**src/rtl/bus_wd_pkg.sv**
```systemverilog
package bus_wd_pkg;

   // Classification of one bus cycle from the two strobes
   typedef enum logic [1:0] {
      CYC_IDLE  = 2'd0,
      CYC_START = 2'd1,
      CYC_ATTN  = 2'd2,
      CYC_ACK   = 2'd3
   } cyc_kind_e;

   function automatic cyc_kind_e classify(input logic start_n, input logic ack_n);
      case ({start_n, ack_n})
         2'b01:   return CYC_START;
         2'b00:   return CYC_ATTN;
         2'b10:   return CYC_ACK;
         default: return CYC_IDLE;
      endcase
   endfunction

endpackage

```
**src/rtl/txn_cycle_decode.sv**
```systemverilog
module txn_cycle_decode
   import bus_wd_pkg::*;
(
   input  logic      start_n,
   input  logic      ack_n,
   input  logic      last_beat,
   output cyc_kind_e kind_o,
   output logic      is_start_o,
   output logic      is_ack_o,
   output logic      ack_last_o
);

   always_comb begin
      kind_o     = classify(start_n, ack_n);
      is_start_o = (kind_o == CYC_START);
      is_ack_o   = (kind_o == CYC_ACK);
      ack_last_o = is_ack_o && last_beat;
   end

endmodule

```
**src/rtl/txn_window_timer.sv**
```systemverilog
module txn_window_timer #(
   parameter int LIMIT = 256
) (
   input  logic clk,
   input  logic rst_n,
   input  logic is_start_i,
   input  logic is_attn_i,
   input  logic is_ack_i,
   input  logic ack_last_i,
   input  logic blk_mode_i,
   output logic busy_o,
   output logic expire_o
);

   localparam int CNT_W = $clog2(LIMIT + 1);
   localparam logic [CNT_W-1:0] LIM_V = CNT_W'(LIMIT);

   generate
      if (LIMIT < 2) begin : g_bad_limit
         $error("txn_window_timer: LIMIT must be at least 2");
      end
   endgenerate

   logic             busy_q;
   logic             blk_q;
   logic [CNT_W-1:0] cnt_q;
   logic             closing;

   // A plain transaction closes on any ack; a block closes only on the last beat
   assign closing  = busy_q && (blk_q ? ack_last_i : is_ack_i);
   assign expire_o = busy_q && (cnt_q == LIM_V) && !closing;
   assign busy_o   = busy_q;

   always_ff @(posedge clk or negedge rst_n) begin
      if (!rst_n) begin
         busy_q <= 1'b0;
         blk_q  <= 1'b0;
         cnt_q  <= '0;
      end else if (!busy_q) begin
         if (is_start_i) begin
            busy_q <= 1'b1;
            blk_q  <= blk_mode_i;
            cnt_q  <= CNT_W'(1);
         end
      end else if (closing || expire_o) begin
         busy_q <= 1'b0;
         cnt_q  <= '0;
      end else begin
         cnt_q  <= cnt_q + 1'b1;
      end
   end


   no_overrun_chk: assert property (@(posedge clk) disable iff (!rst_n)
      busy_q |-> (cnt_q <= LIM_V && cnt_q != '0));


   attn_idle_chk: assert property (@(posedge clk) disable iff (!rst_n)
      (!busy_q && is_attn_i) |=> !busy_q);


   restart_ignored_chk: assert property (@(posedge clk) disable iff (!rst_n)
      (busy_q && is_start_i && cnt_q != LIM_V) |=> (busy_q && cnt_q == $past(cnt_q) + 1'b1));


   mode_hold_chk: assert property (@(posedge clk) disable iff (!rst_n)
      (busy_q && $past(busy_q)) |-> $stable(blk_q));

endmodule

```
**src/rtl/timeout_report.sv**
```systemverilog
module timeout_report #(
   parameter int ERR_HOLD = 2
) (
   input  logic clk,
   input  logic rst_n,
   input  logic expire_i,
   input  logic clr_i,
   output logic pulse_o,
   output logic sticky_o,
   output logic err_o
);

   generate
      if (ERR_HOLD < 1) begin : g_bad_hold
         $error("timeout_report: ERR_HOLD must be at least 1");
      end
   endgenerate

   logic pulse_q;
   logic sticky_q;

   always_ff @(posedge clk or negedge rst_n) begin
      if (!rst_n) begin
         pulse_q  <= 1'b0;
         sticky_q <= 1'b0;
      end else begin
         pulse_q <= expire_i;
         if (expire_i)   sticky_q <= 1'b1;
         else if (clr_i) sticky_q <= 1'b0;
      end
   end

   assign pulse_o  = pulse_q;
   assign sticky_o = sticky_q;

   generate
      if (ERR_HOLD == 1) begin : g_err_single
         assign err_o = pulse_q;
      end else begin : g_err_stretch
         localparam int HW = $clog2(ERR_HOLD + 1);
         logic [HW-1:0] hold_q;
         always_ff @(posedge clk or negedge rst_n) begin
            if (!rst_n)              hold_q <= '0;
            else if (expire_i)       hold_q <= HW'(ERR_HOLD);
            else if (hold_q != '0)   hold_q <= hold_q - 1'b1;
         end
         assign err_o = (hold_q != '0);
      end
   endgenerate


   pulse_single_chk: assert property (@(posedge clk) disable iff (!rst_n)
      pulse_q |=> !pulse_q);


   sticky_follows_chk: assert property (@(posedge clk) disable iff (!rst_n)
      pulse_q |-> sticky_q);


   sticky_clear_chk: assert property (@(posedge clk) disable iff (!rst_n)
      (clr_i && !expire_i) |=> !sticky_q);


   err_start_chk: assert property (@(posedge clk) disable iff (!rst_n)
      $rose(err_o) |-> pulse_q);

endmodule

```
**src/rtl/bus_txn_watchdog.sv**
```systemverilog
module bus_txn_watchdog #(
   parameter int LIMIT    = 256,
   parameter int ERR_HOLD = 2
) (
   input  logic clk,
   input  logic rst_n,
   input  logic start_n,
   input  logic ack_n,
   input  logic blk_xfer,
   input  logic last_beat,
   input  logic clr_sticky,
   output logic timeout_pulse,
   output logic timeout_sticky,
   output logic err_drive
);
   import bus_wd_pkg::*;

   cyc_kind_e kind;
   logic      is_start;
   logic      is_ack;
   logic      ack_last;
   logic      busy;
   logic      expire;

   txn_cycle_decode u_decode (
      .start_n    (start_n),
      .ack_n      (ack_n),
      .last_beat  (last_beat),
      .kind_o     (kind),
      .is_start_o (is_start),
      .is_ack_o   (is_ack),
      .ack_last_o (ack_last)
   );

   txn_window_timer #(.LIMIT(LIMIT)) u_timer (
      .clk        (clk),
      .rst_n      (rst_n),
      .is_start_i (is_start),
      .is_attn_i  (kind == CYC_ATTN),
      .is_ack_i   (is_ack),
      .ack_last_i (ack_last),
      .blk_mode_i (blk_xfer),
      .busy_o     (busy),
      .expire_o   (expire)
   );

   timeout_report #(.ERR_HOLD(ERR_HOLD)) u_report (
      .clk      (clk),
      .rst_n    (rst_n),
      .expire_i (expire),
      .clr_i    (clr_sticky),
      .pulse_o  (timeout_pulse),
      .sticky_o (timeout_sticky),
      .err_o    (err_drive)
   );


   idle_after_timeout_chk: assert property (@(posedge clk) disable iff (!rst_n)
      expire |=> !busy);

endmodule

```
**config.mk**
```make
export PLATFORM = sky130hd
export DESIGN_NAME = bus_txn_watchdog
export DESIGN_NICKNAME = d
export VERILOG_FILES = /design/src/rtl/bus_wd_pkg.sv /design/src/rtl/txn_cycle_decode.sv /design/src/rtl/txn_window_timer.sv /design/src/rtl/timeout_report.sv /design/src/rtl/bus_txn_watchdog.sv
export SDC_FILE = /design/constraint.sdc
export NUM_CORES = 1
export LEC_CHECK = 0
export ABC_AREA = 1
export BUFFER_PORTS_ARGS = -buffer_cell sky130_fd_sc_hd__buf_2
export CAP_MARGIN = 20
export CORE_MARGIN = 1.5
export CORE_UTILIZATION = 30
export CTS_CLUSTER_DIAMETER = 30
export CTS_CLUSTER_SIZE = 10
export DETAILED_ROUTE_END_ITERATION = 10
export PLACE_DENSITY = 0.51
export SLEW_MARGIN = 20
export SYNTH_ARGS = -nofsm -noshare
export SYNTH_HDL_FRONTEND = slang
export SYNTH_SLANG_ARGS = --single-unit
```
**constraint.sdc**
```tcl
create_clock -name clk -period 2.3 [get_ports clk]
set_clock_uncertainty 0.15 [all_clocks]
set_input_delay 0.115 -clock clk [delete_from_list [all_inputs] [get_ports clk]]
set_output_delay 0.115 -clock clk [all_outputs]
set_load 0.01 [all_outputs]
```
# After elaboration in Yosys (flattened, before gate mapping)
# Cells that the tools add are included.
# classes
add_sub_neg,2
n_mux,12
n_bitwise,1
n_eq_ne,5
n_reduce_logical,12
# op_table
operator,count
$mux 9,3
$add 9x1->9 const B,1
$eq 9x9->1 const B,1
$reduce_bool 2->1,4
$mux 1,6
$pmux 2 s3,1
$eq 2x1->1 const B,2
$eq 2x2->1 const B,2
$logic_and 1x1->1,4
$mux 2,2
$logic_not 2->1,1
$reduce_and 2->1,1
$sub 2x1->2 const B,1
$logic_not 1->1,1
$logic_or 1x1->1,1
$not 1->1,1
# word_totals
inputBits,7
output_inout_bits,3
regBits,15
word_cells,38

# Depth between registers and ports, before layout
# depth
depth_word,11
mapped_depth,9
mapped_depth_nobuf,8

# Modules after synthesis
# Synthesis repeated with hierarchy kept, for this count alone.
# unflattened
cells_unflattened,121
hier_area_um2,967.2
# modules_own_cells
mod,instances,area_each_um2,seq_area_each_um2,cells_per_inst
txn_window_timer,1,718.2,275.3,91
timeout_report,1,166.4,100.1,18
txn_cycle_decode,1,72.6,0.0,10
bus_txn_watchdog,1,10.0,0.0,2

# Least setup slack after synthesis
# OpenSTA, ideal clock, no wires.
# synth_timing
kind,flip-flop to flip-flop
startpoint,reg u_timer.cnt_q[0]
endpoint,reg u_timer.cnt_q[2]
period_less_slack_ps,1465
slack_ps,835
setup_time_ps,122
path_stages_with_launch,8
n_path_buf,0
arrival_time_ps,1194
required_time_ps,2028
cell_sequence,dfrtp_1 -> inv_1 -> ha_1 -> inv_1 -> nor2_1 -> nand3_4 -> a21oi_2 -> nor2_1
# synth_between
elab_chain_cells,6
elab_cells_between_ends,7
classes_between,add/sub: 1; eq/ne: 1; mux: 2; reduce/logical: 3
# synth_lines
element,line_no,text
"start, declared",txn_window_timer.sv:26,logic [CNT_W-1:0] cnt_q;
"start signal, assigned",txn_window_timer.sv:49,cnt_q <= cnt_q + 1'b1;
branches (longest 4 deep; another with $add 9x1->9),--,
$mux 9 (*),txn_window_timer.sv:45,end else if (closing || expire_o) begin
$mux 9 (*),txn_window_timer.sv:39,end else if (!busy_q) begin
# Mark *: on every way between the ends.
# A chain may end at the register's enable or synchronous reset.

# Worst setup path in the final report
# Same ends and word-level chain as after synthesis.

==> results.yml <==
run_status:
  run_status: "finished clean"
critical_path:
  cpMaxStageDelayCell: "dfrtp_1"
  path_class: "flop to flop"
  max_stage_delay_ns: 0.42
  crit_chain: "inv_1 -> ha_1 -> inv_1 -> nor2_1 -> nand3_4 -> a21oi_2 -> nor2_1"
  start_kind: "flop"
  cp_num_buf_inv: 2
  required_ns: 2.33
  cp_data_arrival_time_ns: 1.63
  cp_max_fo: 6
  cp-end-kind: "flop"
  crit_family: "flip-flops"
global_route:
  grt_pass1_vias: 746
  grt_start_max_net_pins: 16
  grt_pass1_wl_um: 3150
  track_usage_pct: 12.5
  antenna_found_initial: 0
  overflow: 0
placed_design:
  dpl_cell_area_um2: 960
  place_ws_ns: 0.697
  port_buffers: 9
  gp_congestion: 0.785
  dp_hpwl_um: 1350
timing:
  grt_setup_unrepaired: "no"
  fin_ws_ns: 0.697
  slew_viol_final: 0
  worst_pin_slew_ns: 0.355
  relSlewSlack_pct: 76.3
  hold_viol_final: 0
  finalSetupTns_ns: 0
  layout_min_cycle_time_ns: 1.60
  finalCritPeriodShare_pct: 69.7
  fmaxAchievable_mhz: 624
  setup_violations: 0
cts:
  clk_latency_ns: 0.28
  clk_path_buf_depth: 2
  post_cts_buffers: 0
  cts_buffers: 3
  clk_pin_slew_ns: 0.09
  root_buffer: "clkbuf_4"
  clock_sinks: 15
  cts_resized: 0
  cts_tree: "built"
  htreeDepth: 1
floorplan:
  fp.dieArea_um2: 3330
  core_area_um2: 2810
  fp.dieW_um: 57.7
  fp-row-count: 19
  die_h_um: 57.7
  start_util_pct: 32.0
  io_pins: 10
route:
  viasPerCell: 4.58
  antenna_left: 0
  firstDrtPassIters: 3
  vias: 728
  drt_iter0_drc: 3
  drt-total-wl_um: 1750
  drt_drc_violations_left: 0
  wl_per_cell_um: 11.0
yosys:
  synth-compound-area-share_pct: 6.96
  yosysSeqAreaShare_pct: 41.8
  synth_area_per_cell_um2: 7.88
  synthMuxAreaShare_pct: 0
  synthSimpleGateAreaFrac_pct: 33.3
  synth_top_family_by_area: "simple AND/OR/NAND/NOR gates"
  yosysWarnings: 0
  syn_nets: 124
  netlist_area_um2: 898
  synth_xor_area_share_pct: 2.92
  synth_fa_ha_area_share_pct: 4.18
  syn_inst: 114
  ys_seq_elements: 15
  synth.distinct_cells: 20
pwr:
  clkPwrFrac_pct: 19.1
  comb_power_share_pct: 34.8
  switching_power_mw: 0.322
  finalPower_mw: 0.799
  p_per_area_nw_per_um2: 786
  swShare_pct: 40.3
  intPower_mw: 0.477
  p_seq_share_pct: 46.1
  leakage_nw: 0.501
  vdd_drop_max_mv: 0.365
final_layout:
  area_delta_synth_final_pct: 13.1
  multiInputGateArea_um2: 425
  final_nets: 139
  drive_gt1_share_pct: 25.0
  utilization_pct: 36.2
  n_antenna_cell: 0
  stdcell_area_um2: 1020
  regArea_um2: 375
  nFillCells: 304
run:
  max_cap_violations: 0
worst_hold_path:
  hold_class: "input port to flop"
-- per-stage QoR --
| step | instances | hold WS (ns) |
|---|---|---|
| floorplan | 114 | -0.331 |
| global placement | 152 | -0.103 |
| detailed placement | 152 | -0.0986 |
| CTS | 159 | 0.0378 |
| global route | 159 | 0.0644 |
| finish | 159 | 0.0393 |
-- repair_timing --
action                                  CTS  global route
hold buffers                              3             0
endpoints found under the setup margin    0             0
endpoints found under the hold margin    17             0
-- layer usage --
layer / vias up / global-route usage, % / part of all wire, %
li1: 378 / - / -
met1: 338 / 16.3 / 49
met2: 8 / 20.3 / 48
met3: 4 / 1.34 / 1.5
met4: 0 / 6.98 / 1.7
met5: - / 0 / 0
-- synthesized netlist by cell type --
cell type,count,area share [%]
nor2_1,8,3.3
ha_1,3,4.2
nor2_2,6,4.2
inv_2,4,1.7
o21ai_0,4,2.2
inv_1,16,6.7
nand3_1,7,3.9
nor2_4,2,2.5
a21oi_2,1,0.98
nand2_1,27,11
o21ai_1,3,1.7
buf_6,2,2.5
xor2_1,3,2.9
dfrtp_1,15,42
nand3_4,1,2.0
a21oi_1,2,1.1
nand2_2,5,3.5
o21ai_2,1,0.98
nor3_1,1,0.56
nand4_1,3,2.1
-- final timing paths --
kind | startpoint | endpoint | slack [ns] | depth (start not counted)
worst min register to register | u_report.sticky_o | u_report.sticky_o | 0.37 | 2
min in group asynchronous | rst_n | u_timer.cnt_q[5] | 0.11 | 2
worst max-delay path | u_timer.cnt_q[0] | u_timer.cnt_q[2] | 0.70 | 7
worst min-delay path | ack_n | u_timer.busy_o | 0.04 | 3
worst max register to register | u_timer.cnt_q[0] | u_timer.cnt_q[2] | 0.70 | 7
max in group asynchronous | rst_n | u_timer.busy_o | 1.63 | 2
-- power by group through the flow --
stage / clock [mW] / combinational (mW) / sequential (mW)
final: 0.152 / 0.278 / 0.368
after global routing: 0.174 / 0.318 / 0.378
after CTS: 0.163 / 0.280 / 0.369
after detailed placement: 0 / 0.275 / 0.374
after global placement: 0 / 0.275 / 0.370
after floorplan: 0 / 0.234 / 0.353
-- tightest hold or removal path, delay by kind of cell --
| family | cells | cell delay, ns |
|---|---|---|
| and+or+nand+nor | 1 | 0.11 |
| AOI/OAI and AO/OA | 1 | 0.10 |
| buffers and inverters | 1 | 0.10 |
-- logic make-up after synthesis --
logic type,count (synthesis)
fa+ha+maj,3
buf+inv,22
xor+xnor,3
simple gates,60
flops,15
compound gates,11
-- layout make-up --
type                            instances  share of cell area [%]
Clock buffer                            4                    2.59
Inverter                               20                    7.39
Multi-Input combinational cell         77                    41.9
Sequential cell                        15                    36.9
Tap cell                               31                    3.82
Timing Repair Buffer                   12                    7.39
-- layout by cell type, fill, tap and decap left out --
cell type,n
clkbuf_4,3
nor2_1,8
nand2_2,5
clkbuf_1,1
nor2_2,6
buf_2,9
o21ai_1,3
inv_1,16
nor2_4,2
xor2_1,3
dfrtp_1,15
o21ai_0,4
a21oi_2,1
nand4_1,3
nand2_1,27
ha_1,3
nor3_1,1
dlygate4sd3_1,3
nand3_1,7
inv_2,4
a21oi_1,2
nand3_4,1
o21ai_2,1
-- registers in the layout, indices dropped and copies added, names as in the netlist --
name                           flops
u_timer.cnt_q                      9
u_report.g_err_stretch.hold_q      2
u_report.pulse_o                   1
u_report.sticky_o                  1
u_timer.blk_q                      1
u_timer.busy_o                     1
Power figures use the tool's default switching activity.
